<file path="src/rtl/xt_pkg.sv">
package xt_pkg;
   localparam int XT_NSTAGE  = 4;   // ID, EX, MEM, WB slots
   localparam int XT_NCAUSE  = 9;
   localparam int XT_FAULT_W = 3;
   localparam int XT_IF_BASE = 0;
   localparam int XT_ID_BIT  = 3;
   localparam int XT_EX_BIT  = 4;
   localparam int XT_MEM_BASE = 5;
   localparam int XT_IRQ_BIT = 8;
endpackage

</file>
<file path="src/rtl/xt_stage.sv">
module xt_stage #(
   parameter int PC_W = 32,
   parameter int NC   = 9
) (
   input  logic            clk,
   input  logic            rst_n,
   input  logic            clr,
   input  logic            adv,
   input  logic            in_valid,
   input  logic [NC-1:0]   in_vec,
   input  logic [PC_W-1:0] in_pc,
   output logic            out_valid,
   output logic [NC-1:0]   out_vec,
   output logic [PC_W-1:0] out_pc
);
   always_ff @(posedge clk) begin
      if (!rst_n) begin
         out_valid <= 1'b0;
         out_vec   <= '0;
         out_pc    <= '0;
      end else if (clr) begin
         out_valid <= 1'b0;
         out_vec   <= '0;
      end else if (adv) begin
         out_valid <= in_valid;
         out_vec   <= in_valid ? in_vec : '0;
         out_pc    <= in_pc;
      end
   end
endmodule

</file>
<file path="src/rtl/xt_prio_enc.sv">
module xt_prio_enc #(
   parameter int N = 9,
   parameter int W = 5
) (
   input  logic [N-1:0] req,
   output logic [W-1:0] code
);
   always_comb begin
      code = '0;
      for (int i = N - 1; i >= 0; i--) begin
         if (req[i]) code = W'(i);
      end
   end
endmodule

</file>
<file path="src/rtl/xt_vector.sv">
module xt_vector #(
   parameter int PC_W        = 32,
   parameter int CODE_W      = 5,
   parameter int ENTRY_SHIFT = 2,
   parameter bit VEC_OR      = 1'b0
) (
   input  logic [PC_W-1:0]   base,
   input  logic [CODE_W-1:0] code,
   output logic [PC_W-1:0]   addr
);
   logic [PC_W-1:0] offs;
   assign offs = PC_W'(code) << ENTRY_SHIFT;

   generate
      if (VEC_OR) begin : g_or
         assign addr = base | offs;
      end else begin : g_add
         assign addr = base + offs;
      end
   endgenerate
endmodule

</file>
<file path="src/rtl/xt_tracker.sv">
module xt_tracker
   import xt_pkg::*;
#(
   parameter int PC_W        = 32,
   parameter int CODE_W      = 5,
   parameter int ENTRY_SHIFT = 2,
   parameter bit VEC_OR      = 1'b0
) (
   input  logic                  clk,
   input  logic                  rst_n,
   input  logic                  stall,
   input  logic                  if_valid,
   input  logic [PC_W-1:0]       if_pc,
   input  logic [XT_FAULT_W-1:0] if_fault,
   input  logic                  id_illegal,
   input  logic                  ex_arith,
   input  logic [XT_FAULT_W-1:0] mem_fault,
   input  logic                  irq_req,
   input  logic                  irq_mask,
   input  logic [PC_W-1:0]       vec_base,
   output logic                  kill_we,
   output logic                  flush,
   output logic                  redirect,
   output logic [PC_W-1:0]       epc,
   output logic [CODE_W-1:0]     cause,
   output logic [PC_W-1:0]       handler_pc
);
   localparam int NS = XT_NSTAGE;
   localparam int NC = XT_NCAUSE;

   generate
      if ((2 ** CODE_W) < NC) begin : g_bad_code
         $error("CODE_W too narrow for the cause set");
      end
      if (PC_W < CODE_W + ENTRY_SHIFT) begin : g_bad_pc
         $error("PC_W too narrow for the vector offset");
      end
   endgenerate

   logic [NS-1:0]   sv;
   logic [NC-1:0]   sx  [NS];
   logic [PC_W-1:0] sp  [NS];
   logic [NS-1:0]   iv;
   logic [NC-1:0]   ix  [NS];
   logic [NC-1:0]   ixf [NS];
   logic [PC_W-1:0] ip  [NS];
   logic [NC-1:0]   loc [NS-1];

   logic            flush_q, redir_q, blk, commit, adv, clr, irq_take;
   logic [CODE_W-1:0] win_code;
   logic [PC_W-1:0]   vec_addr;

   assign blk      = flush_q | redir_q;
   assign commit   = sv[NS-1] & (|sx[NS-1]) & ~stall;
   assign adv      = ~stall & ~blk;
   assign clr      = commit | blk;
   assign irq_take = irq_req & ~irq_mask;

   // Causes each stage adds as its instruction leaves it
   always_comb begin
      for (int s = 0; s < NS - 1; s++) loc[s] = '0;
      loc[0][XT_ID_BIT]                     = id_illegal;
      loc[1][XT_EX_BIT]                     = ex_arith;
      loc[2][XT_MEM_BASE +: XT_FAULT_W]     = mem_fault;
   end

   always_comb begin
      iv[0] = if_valid;
      ip[0] = if_pc;
      ix[0] = '0;
      ix[0][XT_IF_BASE +: XT_FAULT_W] = if_fault;
      for (int s = 1; s < NS; s++) begin
         iv[s] = sv[s-1];
         ip[s] = sp[s-1];
         ix[s] = sx[s-1] | (sv[s-1] ? loc[s-1] : '0);
      end
   end

   // Interrupt goes to the oldest instruction after this advance
   always_comb begin
      logic found;
      found = 1'b0;
      for (int s = NS - 1; s >= 0; s--) begin
         ixf[s] = ix[s];
         if (iv[s] && !found) begin
            found = 1'b1;
            if (irq_take) ixf[s][XT_IRQ_BIT] = 1'b1;
         end
      end
   end

   generate
      for (genvar g = 0; g < NS; g++) begin : g_stage
         xt_stage #(.PC_W(PC_W), .NC(NC)) u_stage (
            .clk       (clk),
            .rst_n     (rst_n),
            .clr       (clr),
            .adv       (adv),
            .in_valid  (iv[g]),
            .in_vec    (ixf[g]),
            .in_pc     (ip[g]),
            .out_valid (sv[g]),
            .out_vec   (sx[g]),
            .out_pc    (sp[g])
         );
      end
   endgenerate

   xt_prio_enc #(.N(NC), .W(CODE_W)) u_prio (
      .req  (sx[NS-1]),
      .code (win_code)
   );

   xt_vector #(
      .PC_W(PC_W), .CODE_W(CODE_W), .ENTRY_SHIFT(ENTRY_SHIFT), .VEC_OR(VEC_OR)
   ) u_vec (
      .base (vec_base),
      .code (win_code),
      .addr (vec_addr)
   );

   always_ff @(posedge clk) begin
      if (!rst_n) begin
         flush_q    <= 1'b0;
         redir_q    <= 1'b0;
         epc        <= '0;
         cause      <= '0;
         handler_pc <= '0;
      end else begin
         flush_q <= commit;
         redir_q <= flush_q;
         if (commit) begin
            epc        <= sp[NS-1];
            cause      <= win_code;
            handler_pc <= vec_addr;
         end
      end
   end

   assign kill_we  = commit;
   assign flush    = flush_q;
   assign redirect = redir_q;
endmodule

</file>
<file path="config.mk">
export PLATFORM = sky130hd
export DESIGN_NAME = xt_tracker
export DESIGN_NICKNAME = d
export VERILOG_FILES = /design/src/rtl/xt_pkg.sv /design/src/rtl/xt_stage.sv /design/src/rtl/xt_prio_enc.sv /design/src/rtl/xt_vector.sv /design/src/rtl/xt_tracker.sv
export SDC_FILE = /design/constraint.sdc
export NUM_CORES = 1
export LEC_CHECK = 0
export BUFFER_PORTS_ARGS = -buffer_cell sky130_fd_sc_hd__buf_4
export CAP_MARGIN = 20
export CORE_MARGIN = 2
export CORE_UTILIZATION = 55
export DETAILED_ROUTE_END_ITERATION = 6
export GPL_ROUTABILITY_DRIVEN = 0
export PLACE_DENSITY_LB_ADDON = 0.25
export SYNTH_ARGS = -nofsm -noshare
export SYNTH_HDL_FRONTEND = slang
export SYNTH_SLANG_ARGS = --single-unit
</file>
<file path="constraint.sdc">
create_clock -name clk -period 3.3 [get_ports clk]
set_input_delay 0.99 -clock clk [delete_from_list [all_inputs] [get_ports clk]]
set_output_delay 0.99 -clock clk [all_outputs]
set_load 0.01 [all_outputs]
</file>
* Yosys cells after proc, flatten, opt, wreduce, memory -nomap -nowiden
Cells that the tools add are included. Widths: inputs -> output; s select.
Cells by class: reduce and logical (&&, ||, !) cells 9, bitwise logic cells 14, add/sub/neg operators 1, muxes and demuxes 26
Operators by type and width (number):
- $mux 4 | 10
- $mux 9 | 4
- $add 32x6->32 | 1
- $mux 1 | 10
- $or 9x4->9 | 1
- $or 9x5->9 | 1
- $or 9x8->9 | 1
- $reduce_or 9->1 | 1
- $mux 8 | 1
- $mux 5 | 1
- $not 1->1 | 5
- $and 1x1->1 | 4
- $logic_and 1x1->1 | 3
- $logic_not 1->1 | 3
- $or 1x1->1 | 2
- $reduce_and 2->1 | 1
- $reduce_or 2->1 | 1
Storage, ports and cells: register bits 239, output and inout bits 72

* Logic depth before layout (Yosys ltp)
word-level depth 11, depth in mapped cells 14, gate-level depth less buffers 13

* Modules after synthesis
From an unflattened synthesis, not the netlist that was laid out.
Second synthesis, totals: cell total of the unflattened synthesis 1344, area total of the unflattened synthesis 11860.1 um2
Modules (own cells, without submodules):
- xt_stage | area an instance 1672.9 um2, instances 4, cells each 175
- xt_tracker | area an instance 4354.2 um2, instances 1, cells each 530
- xt_vector | area an instance 715.7 um2, instances 1, cells each 98
- xt_prio_enc | area an instance 98.8 um2, instances 1, cells each 16

* Worst setup path before layout
Ideal clock, no wire load.
kind input to output, start input stall, end output kill_we, path buffers 1, setup slack 0.482 ns, data required time 2.310 ns, arrival 1.828 ns, stages 4, cell sequence nor2b_1 -> o31ai_4 -> inv_2 -> buf_1
Between the ends: cells in the longest elaborated chain, start to end 2
RTL lines:
- start: declaration | RTL line xt_tracker.sv:11 | input logic stall,
- $not 1->1 | RTL line xt_tracker.sv:54 | assign commit = sv[NS-1] & (|sx[NS-1]) & ~stall;
- $and 1x1->1 | RTL line xt_tracker.sv:54
- end: declaration | RTL line xt_tracker.sv:21 | output logic kill_we,
No other way between the ends.

* Worst setup path after layout
start register g_stage[3].u_stage.out_vec[0], end output kill_we
Between the ends: cells in the longest elaborated chain, start to end 3
RTL lines:
- start: declaration | RTL line xt_stage.sv:13 | output logic [NC-1:0] out_vec,
- start signal: assignment | RTL line xt_stage.sv:26 | out_vec <= in_valid ? in_vec : '0;
- $reduce_or 9->1 | RTL line xt_tracker.sv:54
- $and 1x1->1 (2 in series) | RTL line xt_tracker.sv:54
No other way between the ends.

==> results.ini <==
[status]
status=finished, final reports clean

[timing]
worstMarginPinSlew_ns=0.850
tns_ns=0
rsz0062_at_grt=no
slew_violations=0
period_minus_slack_ns=2.99
finClkSkew_ns=0.00740
slew_headroom_pct=43.2
setup_viol=0
finalHoldViolCount=0
timing.final.crit_share_pct=90.7
fin_ws_ns=0.308
max_freq_ghz=0.334

[die]
rows=46
start_util_pct=56.4
die-width_um=132
ioPinCount=150
die_h_um=132
core_area_um2=15900
die_area_um2=17300

[clock_tree]
clock-sinks=226
tritoncts=built
clk_latency_ns=0.50
htree_levels=1
hold_buffers=0
numCtsBuffers=23
clk_pin_slew_ns=0.06
cts_root_buffer=clkbuf_16
ctsResizeCount=0
cts_setup_buffers=0
cts_buffer_depth=3

[critical_path]
cp_max_fo=5
r2r_slack_ns=0.54
critical_path_class=reg -> out
cp-end-kind=primary output
arrival_ns=2.00
startpoint_type=flip-flop
crit_required_ns=2.31

[layout]
num_antenna_cells=0
fin_util_pct=67.9
drive_gt1_share_pct=16.9
nNetsFinal=1264
area_growth_pct=20.4

[logic_synthesis]
synth_commonest_cells=374 x nand2_1, 226 x dfxtp_1, 120 x a21boi_1, 58 x clkbuf_1, 55 x a21oi_1
synth_top_area_share_pct=50.5
synth-edff-count=0
synth_fp_nets=1158
syn-cell-area_um2=8960
ys.flop_type=dfxtp_1
ys_seq_area_share_pct=50.5
synth.avg_cell_area_um2=8.34
yosysMostFrequentCell=nand2_1
synth.distinct_cells=43
yosysWarnings=0
synth-seq-cells=226
ys_async_sr_fraction_pct=0
netlist_instances=1075
ys_top_cells_by_area=dfxtp_1 50%, nand2_1 16%, a21boi_1 10%
synth.largest_area_cell=dfxtp_1

[global_route]
grt_pass1_wl_mm=30.8
grt_pass1_vias=6634
grt_max_degree=116
grt_overflow=0
grt_util_all_layers_pct=20.7
grt_antenna_before_repair=0

[run]
max-cap-violations=0

[drt]
drt_iter0_markers=450
wirelength_mm=18.5
via_per_inst=5.15
ant_nets=0
wire_per_inst_um=13.1
drc=0
vias=7258
dr.pass1.iters=5

[pwr]
p_leak_nw=4.12
ir_drop_v=0.000397
power_mw=5.48
power_density_nw_per_um2=508

[min_path]
hp-class=reg -> reg

[placed_design]
dp_slack_ns=0.345
dp_hpwl_mm=11.5
io_buffers=148

[state kept, by name, indices dropped and copies added (netlist names)]
register                   flops
flush                          1
g_stage.u_stage.out_pc       128
handler_pc                    32
redirect                       1
g_stage.u_stage.out_vec       24
g_stage.u_stage.out_valid      4
cause                          4
epc                           32
[cell type report]
| cell class | instances | area, um^2 |
|---|---|---|
| tap | 216 | 270 |
| timing repair buffer | 163 | 1260 |
| fill | 1348 | 5100 |
| inverter | 9 | 33.8 |
| clock inverter | 4 | 26.3 |
| multi-input combinational | 758 | 4010 |
| clock buffer | 32 | 659 |
| sequential | 226 | 4520 |
[layer usage]
layer / global-route usage (%) / up-vias / routed length [um]
met5: 0 / - / 0
met4: 5.98 / 0 / 436
met3: 4.01 / 29 / 924
met2: 36.0 / 144 / 8920
met1: 26.3 / 3339 / 8190
li1: - / 3746 / -
[worst max-delay path, cell delays in order (launching register included)]
cell and delay, ns:
dfxtp_1 0.35, or4_4 0.59, o31ai_4 0.27, inv_2 0.13, buf_4 0.17
[kinds of logic (layout without fill, tap and decap cells)]
group / after synthesis / after routing / synth area share [%]
xor+xnor: 24 / 24 / 2.35
buf+inv: 91 / 208 / 4.96
compound gates: 267 / 267 / 20.1
flops: 226 / 226 / 50.5
simple gates: 461 / 461 / 21.3
other cells: 1 / 1 / 0.0418
fa+ha+maj: 5 / 5 / 0.782
[where the power goes]
| group | internal [mW] | total (mW) | switching, mW |
|---|---|---|---|
| Combinational | 0.140 | 0.299 | 0.159 |
| Clock | 1.38 | 2.38 | 0.999 |
| Sequential | 2.77 | 2.80 | 0.0236 |
[stage by stage]
| step | hold slack [ns] | cells | instance area, um^2 |
|---|---|---|---|
| final | 0.444 | 1408 | 10800 |
| after global routing | 0.460 | 1408 | 10800 |
| after CTS | 0.449 | 1408 | 10800 |
| after detailed placement | 0.442 | 1372 | 10100 |
| after global placement | 0.435 | 1372 | 10100 |
| after floorplan | 0.431 | 1075 | 8960 |
[worst paths after layout]
check                                                   start                            end  cells after the start
worst min-delay path             g_stage[0].u_stage.out_pc[8]   g_stage[1].u_stage.out_pc[8]                      2
worst min register to register   g_stage[0].u_stage.out_pc[8]   g_stage[1].u_stage.out_pc[8]                      2
worst max register to register  g_stage[3].u_stage.out_vec[0]  g_stage[2].u_stage.out_pc[15]                      7
worst max-delay path            g_stage[3].u_stage.out_vec[0]                        kill_we                      4
[placed cells by master, fill, tap and decap left out, drive strengths merged, types with 3 or more instances in the layout]
master and instances:
buf 163, nor2 9, nor2b 7, dfxtp 226, o21ai 31, nand3 33
clkbuf 32, and2 4, inv 10, nor3 3, and3 9, nand4 10
nand2 374, or3 3, o211ai 3, a21oi 55, xor2 22, ha 4
a21boi 167
Note: power is estimated with default switching activity, not from simulation.
